--- src/rtl/irq_ctrl8_pkg.sv ---
package irq_ctrl8_pkg;
  localparam int unsigned LINES  = 8;
  localparam int unsigned IDX_W  = $clog2(LINES);
  localparam int unsigned BYTE_W = 8;

  typedef logic [LINES-1:0]  line_vec_t;
  typedef logic [IDX_W-1:0]  line_idx_t;
  typedef logic [BYTE_W-1:0] byte_t;

  typedef enum logic [2:0] {
    SEQ_IDLE,
    SEQ_BASE,
    SEQ_CASC,
    SEQ_MODE,
    SEQ_RUN
  } seq_state_t;

  // Isolate the lowest set bit (the most urgent line).
  function automatic line_vec_t pick_lowest(input line_vec_t v);
    return v & (~v + line_vec_t'(1));
  endfunction

  function automatic line_idx_t onehot_to_idx(input line_vec_t oh);
    line_idx_t r;
    r = '0;
    for (int i = 0; i < LINES; i++)
      if (oh[i]) r = line_idx_t'(i);
    return r;
  endfunction

  // Lines strictly more urgent than every level in service.
  function automatic line_vec_t above_service(input line_vec_t svc);
    if (svc == '0) return '1;
    return pick_lowest(svc) - line_vec_t'(1);
  endfunction

  function automatic byte_t vector_of(input byte_t base, input line_idx_t idx);
    return base + byte_t'(idx);
  endfunction
endpackage

--- src/rtl/irq_ctrl8_cfg.sv ---
module irq_ctrl8_cfg
  import irq_ctrl8_pkg::*;
(
  input  logic      clk,
  input  logic      rst_n,
  input  logic      wr_stb,
  input  logic      addr_bit,
  input  byte_t     din,
  output logic      running,
  output logic      level_mode,
  output logic      auto_eoi,
  output byte_t     base,
  output line_vec_t mask,
  output logic      rd_svc,
  output logic      eoi_cmd,
  output logic      setup_clr
);
  localparam int unsigned B_START  = 4;
  localparam int unsigned B_LEVEL  = 3;
  localparam int unsigned B_SINGLE = 1;
  localparam int unsigned B_WANT_M = 0;
  localparam int unsigned B_AUTO   = 1;
  localparam int unsigned B_SELOP  = 3;
  localparam int unsigned B_SELEN  = 1;
  localparam int unsigned B_SELSV  = 0;
  localparam logic [2:0]  EOI_CODE = 3'b001;

  seq_state_t state_q;
  logic       single_q;
  logic       want_mode_q;
  logic       lo_write;
  logic       hi_write;
  logic       sel_write;

  assign lo_write  = wr_stb & ~addr_bit;
  assign hi_write  = wr_stb & addr_bit;
  assign setup_clr = lo_write & din[B_START];
  assign running   = (state_q == SEQ_RUN);
  assign sel_write = lo_write & ~din[B_START] & din[B_SELOP] & din[B_SELEN] & running;
  assign eoi_cmd   = lo_write & ~din[B_START] & ~din[B_SELOP] &
                     (din[7:5] == EOI_CODE) & running;

  always_ff @(posedge clk or negedge rst_n) begin
    if (!rst_n) begin
      state_q     <= SEQ_IDLE;
      level_mode  <= 1'b0;
      single_q    <= 1'b1;
      want_mode_q <= 1'b0;
      auto_eoi    <= 1'b0;
      base        <= '0;
      mask        <= '1;
      rd_svc      <= 1'b0;
    end else if (setup_clr) begin
      state_q     <= SEQ_BASE;
      level_mode  <= din[B_LEVEL];
      single_q    <= din[B_SINGLE];
      want_mode_q <= din[B_WANT_M];
      auto_eoi    <= 1'b0;
      mask        <= '0;
      rd_svc      <= 1'b0;
    end else if (hi_write) begin
      unique case (state_q)
        SEQ_BASE: begin
          base <= din;
          if (!single_q)        state_q <= SEQ_CASC;
          else if (want_mode_q) state_q <= SEQ_MODE;
          else                  state_q <= SEQ_RUN;
        end
        SEQ_CASC: state_q <= want_mode_q ? SEQ_MODE : SEQ_RUN;
        SEQ_MODE: begin
          auto_eoi <= din[B_AUTO];
          state_q  <= SEQ_RUN;
        end
        SEQ_RUN:  mask <= din;
        default:  state_q <= state_q;
      endcase
    end else if (sel_write) begin
      rd_svc <= din[B_SELSV];
    end
  end

  AST_MASK_OPEN_AFTER_START: assert property (@(posedge clk) disable iff (!rst_n)
    setup_clr |=> (mask == '0) && !running);
endmodule

--- src/rtl/irq_ctrl8_reqcap.sv ---
module irq_ctrl8_reqcap
  import irq_ctrl8_pkg::*;
(
  input  logic      clk,
  input  logic      rst_n,
  input  line_vec_t irq_in,
  input  logic      level_mode,
  input  logic      setup_clr,
  input  line_vec_t take,
  output line_vec_t req_q
);
  line_vec_t prev_q;
  line_vec_t rise;

  assign rise = irq_in & ~prev_q;

  for (genvar g = 0; g < LINES; g++) begin : g_line
    always_ff @(posedge clk or negedge rst_n) begin
      if (!rst_n) begin
        prev_q[g] <= 1'b0;
        req_q[g]  <= 1'b0;
      end else begin
        prev_q[g] <= irq_in[g];
        if (setup_clr)       req_q[g] <= 1'b0;
        else if (level_mode) req_q[g] <= irq_in[g];
        else if (take[g])    req_q[g] <= 1'b0;
        else if (rise[g])    req_q[g] <= 1'b1;
      end
    end
  end

  AST_EDGE_CAPTURE: assert property (@(posedge clk) disable iff (!rst_n)
    (!level_mode && !setup_clr && take == '0) |=> ((req_q & $past(rise)) == $past(rise)));
  AST_EDGE_HOLD: assert property (@(posedge clk) disable iff (!rst_n)
    (!level_mode && !setup_clr && take == '0) |=> ((req_q & $past(req_q)) == $past(req_q)));
endmodule

--- src/rtl/irq_ctrl8_resolve.sv ---
module irq_ctrl8_resolve
  import irq_ctrl8_pkg::*;
(
  input  line_vec_t req,
  input  line_vec_t mask,
  input  line_vec_t svc,
  input  logic      running,
  output line_vec_t cand_oh,
  output line_idx_t cand_idx,
  output logic      cand_ok
);
  line_vec_t eligible;

  assign eligible = req & ~mask & above_service(svc);
  assign cand_oh  = running ? pick_lowest(eligible) : '0;
  assign cand_idx = onehot_to_idx(cand_oh);
  assign cand_ok  = running & (eligible != '0);
endmodule

--- src/rtl/irq_ctrl8_svc.sv ---
module irq_ctrl8_svc
  import irq_ctrl8_pkg::*;
(
  input  logic      clk,
  input  logic      rst_n,
  input  logic      setup_clr,
  input  logic      ack_take,
  input  line_vec_t cand_oh,
  input  logic      eoi_cmd,
  output line_vec_t svc_q
);
  line_vec_t svc_nxt;

  always_comb begin
    svc_nxt = svc_q;
    if (eoi_cmd)  svc_nxt = svc_nxt & ~pick_lowest(svc_q);
    if (ack_take) svc_nxt = svc_nxt | cand_oh;
  end

  always_ff @(posedge clk or negedge rst_n) begin
    if (!rst_n)         svc_q <= '0;
    else if (setup_clr) svc_q <= '0;
    else                svc_q <= svc_nxt;
  end

  AST_EOI_DROPS_ONE: assert property (@(posedge clk) disable iff (!rst_n)
    (eoi_cmd && !ack_take && !setup_clr && svc_q != '0) |=>
      ($countones(svc_q) + 1 == $countones($past(svc_q))));
  AST_ACK_ENTERS_SERVICE: assert property (@(posedge clk) disable iff (!rst_n)
    (ack_take && !setup_clr) |=> ((svc_q & $past(cand_oh)) == $past(cand_oh)));
endmodule

--- src/rtl/irq_ctrl8.sv ---
module irq_ctrl8
  import irq_ctrl8_pkg::*;
(
  input  logic       clk,
  input  logic       rst_n,
  input  logic       cs,
  input  logic       rd,
  input  logic       wr,
  input  logic       addr_bit,
  input  logic [7:0] din,
  input  logic       iack,
  input  logic [7:0] irq_in,
  output logic [7:0] dout,
  output logic       dout_en,
  output logic       proc_irq
);
  logic      wr_stb;
  logic      rd_stb;
  logic      running;
  logic      level_mode;
  logic      auto_eoi;
  byte_t     base;
  line_vec_t mask;
  logic      rd_svc;
  logic      eoi_cmd;
  logic      setup_clr;
  line_vec_t req;
  line_vec_t svc;
  line_vec_t cand_oh;
  line_idx_t cand_idx;
  logic      cand_ok;
  logic      ack_hit;
  logic      ack_take;
  line_vec_t take;
  byte_t     vector;

  assign wr_stb   = cs & wr;
  assign rd_stb   = cs & rd;
  assign ack_hit  = iack & cand_ok;
  assign ack_take = ack_hit & ~auto_eoi;
  assign take     = ack_hit ? cand_oh : '0;
  assign vector   = vector_of(base, cand_ok ? cand_idx : line_idx_t'(LINES - 1));

  irq_ctrl8_cfg cfg_i (
    .clk        (clk),
    .rst_n      (rst_n),
    .wr_stb     (wr_stb),
    .addr_bit   (addr_bit),
    .din        (din),
    .running    (running),
    .level_mode (level_mode),
    .auto_eoi   (auto_eoi),
    .base       (base),
    .mask       (mask),
    .rd_svc     (rd_svc),
    .eoi_cmd    (eoi_cmd),
    .setup_clr  (setup_clr)
  );

  irq_ctrl8_reqcap reqcap_i (
    .clk        (clk),
    .rst_n      (rst_n),
    .irq_in     (irq_in),
    .level_mode (level_mode),
    .setup_clr  (setup_clr),
    .take       (take),
    .req_q      (req)
  );

  irq_ctrl8_resolve resolve_i (
    .req      (req),
    .mask     (mask),
    .svc      (svc),
    .running  (running),
    .cand_oh  (cand_oh),
    .cand_idx (cand_idx),
    .cand_ok  (cand_ok)
  );

  irq_ctrl8_svc svc_i (
    .clk       (clk),
    .rst_n     (rst_n),
    .setup_clr (setup_clr),
    .ack_take  (ack_take),
    .cand_oh   (cand_oh),
    .eoi_cmd   (eoi_cmd),
    .svc_q     (svc)
  );

  always_comb begin
    if (iack)                  dout = vector;
    else if (rd_stb && addr_bit) dout = mask;
    else if (rd_stb)           dout = rd_svc ? svc : req;
    else                       dout = '0;
  end
  assign dout_en  = iack | rd_stb;
  assign proc_irq = cand_ok;

  AST_QUIET_UNTIL_RUN: assert property (@(posedge clk) disable iff (!rst_n)
    !running |-> !proc_irq);
  AST_MASKED_SILENT: assert property (@(posedge clk) disable iff (!rst_n)
    proc_irq |-> ((req & ~mask) != '0));
  AST_AUTO_SVC_EMPTY: assert property (@(posedge clk) disable iff (!rst_n)
    (running && auto_eoi) |-> (svc == '0));
  AST_SPURIOUS_KEEPS_SVC: assert property (@(posedge clk) disable iff (!rst_n)
    (iack && !proc_irq && !wr_stb) |=> (svc == $past(svc)));
  AST_VECTOR_IN_WINDOW: assert property (@(posedge clk) disable iff (!rst_n)
    iack |-> (byte_t'(dout - base) < byte_t'(LINES)));
endmodule

--- config.mk ---
export PLATFORM = sky130hd
export DESIGN_NAME = irq_ctrl8
export DESIGN_NICKNAME = d
export VERILOG_FILES = /design/src/rtl/irq_ctrl8_pkg.sv /design/src/rtl/irq_ctrl8_cfg.sv /design/src/rtl/irq_ctrl8_reqcap.sv /design/src/rtl/irq_ctrl8_resolve.sv /design/src/rtl/irq_ctrl8_svc.sv /design/src/rtl/irq_ctrl8.sv
export SDC_FILE = /design/constraint.sdc
export NUM_CORES = 1
export LEC_CHECK = 0
export ABC_AREA = 0
export BUFFER_PORTS_ARGS = -buffer_cell sky130_fd_sc_hd__buf_2
export CORE_MARGIN = 8
export CORE_UTILIZATION = 52
export DETAILED_ROUTE_END_ITERATION = 10
export GPL_TIMING_DRIVEN = 0
export PLACE_DENSITY_LB_ADDON = 0.25
export SLEW_MARGIN = 20
export SYNTH_ARGS = -nofsm -noshare
export SYNTH_HDL_FRONTEND = slang
export SYNTH_SLANG_ARGS = --single-unit
--- constraint.sdc ---
create_clock -name clk -period 2.55 [get_ports clk]
set_input_delay 0.1275 -clock clk [delete_from_list [all_inputs] [get_ports clk]]
set_output_delay 0.1275 -clock clk [all_outputs]
set_load 0.05 [all_outputs]
==> results.md <==
Run status:
- The run finished, with violations left.
- The final reports fail on negative setup slack.

Setup path:
- Along the worst path, the maximum fanout reaches 4.
- The critical path goes through or4_4, or3_4, nand3_4, o211ai_1, buf_4, fa_2, and2_4, o2111ai_4, xor2_2, a21oi_4, buf_6.
- The kind of cell with the highest combined delay on the critical path is simple AND/OR/NAND/NOR gates.
- The master of the slowest instance on the critical path is sky130_fd_sc_hd__or4_4.
- The worst reg2reg path endpoint is svc_i.svc_q[5]$_DFF_PN0_.
- The worst setup path is of the flop to primary output kind.
- The critical path data required time is 2.42 ns.
- The number of stages on the worst setup path is 11.
- The arrival time of the worst setup path is 3.23 ns.
- The setup slack of the most critical reg-to-reg path is 0.40 ns.
- The largest incremental delay on the critical path is 0.56 ns.
- The launching point of the worst reg2reg path is cfg_i.state_q[0]$_DFFE_PN0P_.
- The critical path ends at dout[6].
- STA classifies the critical path startpoint as a flop.
- The number of buffers and inverters on the critical path is 2.
- The most critical setup path has its startpoint at svc_i.svc_q[3]$_DFF_PN0_.
- The worst register-to-register path has a depth of 6.
- STA classifies the critical path endpoint as a primary output.

Cells and area:
- In the final layout, the share of cells above drive strength 1 is 0.3787.
- After the last flow step, the layout net total stands at 393.
- Leaving out filler cells and counting taps, the final layout contains 437.
- 0 antenna diodes ended up in the layout.
- Once layout is complete, the utilization of the core stands at 0.7339.
- The area growth from synthesis to final layout is 35.93%.

STA:
- The max-slew violation total from the final report is 0.
- For the pin with the worst max-slew slack, the measured transition is 1.125 ns.
- The hold violation total from the final report is 0.
- Setup violations remaining at the end of the flow were counted as 8.
- After layout, the minimum clock period comes to 3.354 ns.
- Across the routed clock network, the largest skew measured is 0.002681 ns.
- Dividing the final minimum period by the clock period gives 1.315.
- In this run the tightest slew margin relative to its limit is 0.2498.
- Setup repair after global routing could not meet its margin everywhere.
- Timing would allow up to 298.1 MHz.
- Adding up every negative setup slack in the final design gives -4.771 ns.
- The slack of the critical path is -0.8043 ns.

Synthesis:
- Synthesis produced a netlist with a net count of 321.
- The post-synthesis instance area is 2775 µm².
- Counting flops with a built-in enable in the synthesized netlist gives 0.
- Of the synthesized area, sequential elements account for 0.4369.
- The async set-reset flop share out of synthesis is 1.000.
- Counting every instance in the synthesized netlist gives 294.
- After synthesis the netlist holds a flip-flop and latch count of 48.
- Averaged over all synthesized cells, the footprint is 9.439 µm².
- After synthesis, the netlist uses 59 different library cells.
- In the synthesized netlist the dominant register cell turns out to be sky130_fd_sc_hd__dfrtp_1.
- The warning count from the yosys run is 0.

Route:
- For this block, the initial DRC count from the detailed router was 246.
- The DRC violation count after routing is 0.
- The per-cell via count in the routed design is 6.178.
- The total iterations of the first detailed-routing run is 6.
- The routed wirelength normalized by instance count is 19.06 µm.
- The total routed wirelength is 8.328 mm.
- The detail route stage leaves a number of antenna-violating nets equal to 0.
- The routed via count is 2,700.

Placement:
- The congestion estimate from routability-driven global placement came to 0.8848.
- The number of instances in the placed design is 395.
- In this run the tool buffered the top-level ports with 31 buffer cells.
- The worst-case setup slack after placement is -0.8299 ns.
- The half-perimeter wire length after placement is 5.615 mm.

GRT:
- The global-route wire length before repair is 13.56 mm.
- The number of antenna violations at the first check in global routing is 0.
- The met3 global-route usage is 0.03860.
- In the global route stage, met1 resource usage came out at 0.2714.
- After global routing, the most crowded layer is met2.
- The number of global-route vias before repair is 2,714.
- Global routing finished with a remaining overflow of 0.
- Across every metal layer, demand over resource in global routing totals 0.2205.
- Entering global routing, the biggest net connects 49 pins.
- The met2 track demand over resource in global routing is 0.3827.

Floorplanning:
- The area of the die is 7931 µm².
- The overall die width is 89.06 µm.
- Pin placement for this block handled 33 I/O pins.
- The number of core rows is 26.
- The initial utilization of the core area, before any placement, comes to 0.5399.
- The placeable core region is 5140 µm².
- The die height is 89.06 µm.

Min path:
- The worst hold path begins at din[2].
- The min-delay analysis places its worst path in the category primary input to flop.

Power and ir drop:
- The power per standard cell area is 1157 nW/µm².
- The static leakage is 1.522 nW.
- The worst-case IR drop observed on VDD is 0.5805 mV.
- The overall power is 4.364 mW.

Clocking:
- Counting every sink on the clock net gives 48.
- The count of H-tree levels built during CTS is 2.
- The tree is rooted in a sky130_fd_sc_hd__clkbuf_8.
- The total clock buffers created by CTS is 5.
- TritonCTS built the clock tree.
- In this run the deepest clock path goes through 2 buffers.
- The post-CTS clock slew at the launch and capture registers of the worst setup and hold paths is 0.09 ns.
- The source-to-sink clock delay at the later pin of the worst-skew pair is 0.30 ns.

Job:
- The tool flagged a number of max-cap violations equal to 0.
==> metal layers <==
metal  wire length (µm)  vias to the layer above  part of all wire
met3                420                       22             0.050
li1                   -                     1237                 -
met5                  0                        -                 0
met4                199                        0             0.024
met1               3544                     1351              0.43
met2               4164                       90              0.50
==> stage by stage <==
| step | hold slack [ns] | instance area (µm²) |
|---|---|---|
| after CTS | 0.04392 | 3702 |
| final | 0.05152 | 3772 |
| after floorplan | -0.1681 | 2907 |
| after global routing | 0.06596 | 3772 |
| after detailed placement | 0.2524 | 3149 |
| after global placement | 0.2495 | 3149 |
==> where the power goes <==
group	leakage [nW]	internal [mW]	switching, mW	total (mW)
clock network	0.0552	0.291	0.260	0.551
registers	0.566	1.01	0.254	1.26
logic	0.901	1.20	1.35	2.55
total	1.52	2.50	1.86	4.36
==> worst reg2reg max path, delay by kind of cell, from the launching register on <==
kind | cells | cell delay [ns]
AOI/OAI and AO/OA | 2 | 0.35
buffers and inverters | 2 | 0.33
and+or+nand+nor | 2 | 0.95
DFF | 1 | 0.41
==> synth_stat cells (all sizes together) (3+ instances only) <==
library cell,instances,area [µm²]
dfrtp,39,975.9
nand2,36,135.1
o21ai,30,150.1
a21oi,17,85.08
mux2,15,168.9
nor2,15,56.30
nand3,11,55.05
nor2b,10,62.56
clkbuf,9,33.78
dfstp,9,236.5
a221oi,8,70.07
inv,6,22.52
nor3,6,30.03
o211ai,6,45.04
buf,5,28.78
nand2b,5,31.28
o311ai,5,51.31
or2,4,25.02
ha,3,37.54
nor3b,3,22.52
o211a,3,30.03
o31a,3,26.28
or4,3,30.03
xnor2,3,26.28
xor2,3,26.28
==> worst min-delay path by stage <==
| stage | to | slack [ns] | cells after the start |
|---|---|---|---|
| floorplan | cfg_i.auto_eoi$_DFFE_PN0P_ | -0.17 | 0 |
| global placement | reqcap_i.prev_q[3]$_DFF_PN0_ | 0.25 | 1 |
| detailed placement | reqcap_i.prev_q[3]$_DFF_PN0_ | 0.25 | 1 |
| CTS | cfg_i.mask[2]$_DFFE_PN1P_ | 0.04 | 3 |
| global route | cfg_i.mask[2]$_DFFE_PN1P_ | 0.07 | 3 |
| finish | cfg_i.mask[2]$_DFFE_PN1P_ | 0.05 | 3 |
==> layout make-up <==
class,instances,area [µm²]
plain buffers,12,53.80
clock buffers,6,72.57
clock inverters,2,35.03
fillers,380,1368
inverters,6,22.52
multi-input cells,226,1775
flip-flops and latches,48,1217
well taps,70,87.58
repair buffers,67,508.0
==> registers in the layout, indices dropped and copies added, names as in the netlist <==
signal             count
cfg_i.auto_eoi         1
cfg_i.base             8
cfg_i.level_mode       1
cfg_i.mask             8
cfg_i.rd_svc           1
cfg_i.single_q         1
cfg_i.state_q          3
cfg_i.want_mode_q      1
reqcap_i.prev_q        8
reqcap_i.req_q         8
svc_i.svc_q            8
==> logic make-up (layout without fill, tap and decap cells) <==
logic type	after synthesis	after routing	share of synthesized area
DFF	48	48	0.4369
adders and majority gates	4	4	0.02074
and+or+nand+nor	110	110	0.2115
AOI/OAI and AO/OA	89	89	0.2133
xor gates and xnor gates	6	6	0.01894
buffers and inverters	20	93	0.03066
muxes	17	17	0.06808
==> timing repair <==
action	CTS	global route
hold buffers	8	1
pin swaps	24	7
endpoints found under the hold margin	8	39
endpoints found under the setup margin	8	8
gates resized for setup	43	8
setup buffers	25	2
==> placed cells by master, fill, tap and decap left out, drive strengths merged, types with 8 or more instances in the layout <==
master       count
dfstp            9
mux2            15
nor2b           10
a221oi           8
a21oi           17
dlygate4sd3      9
clkbuf          14
nand3           11
nand2           36
o21ai           30
nor2            15
dfrtp           39
buf             62
(Power assumes the default switching activity.)
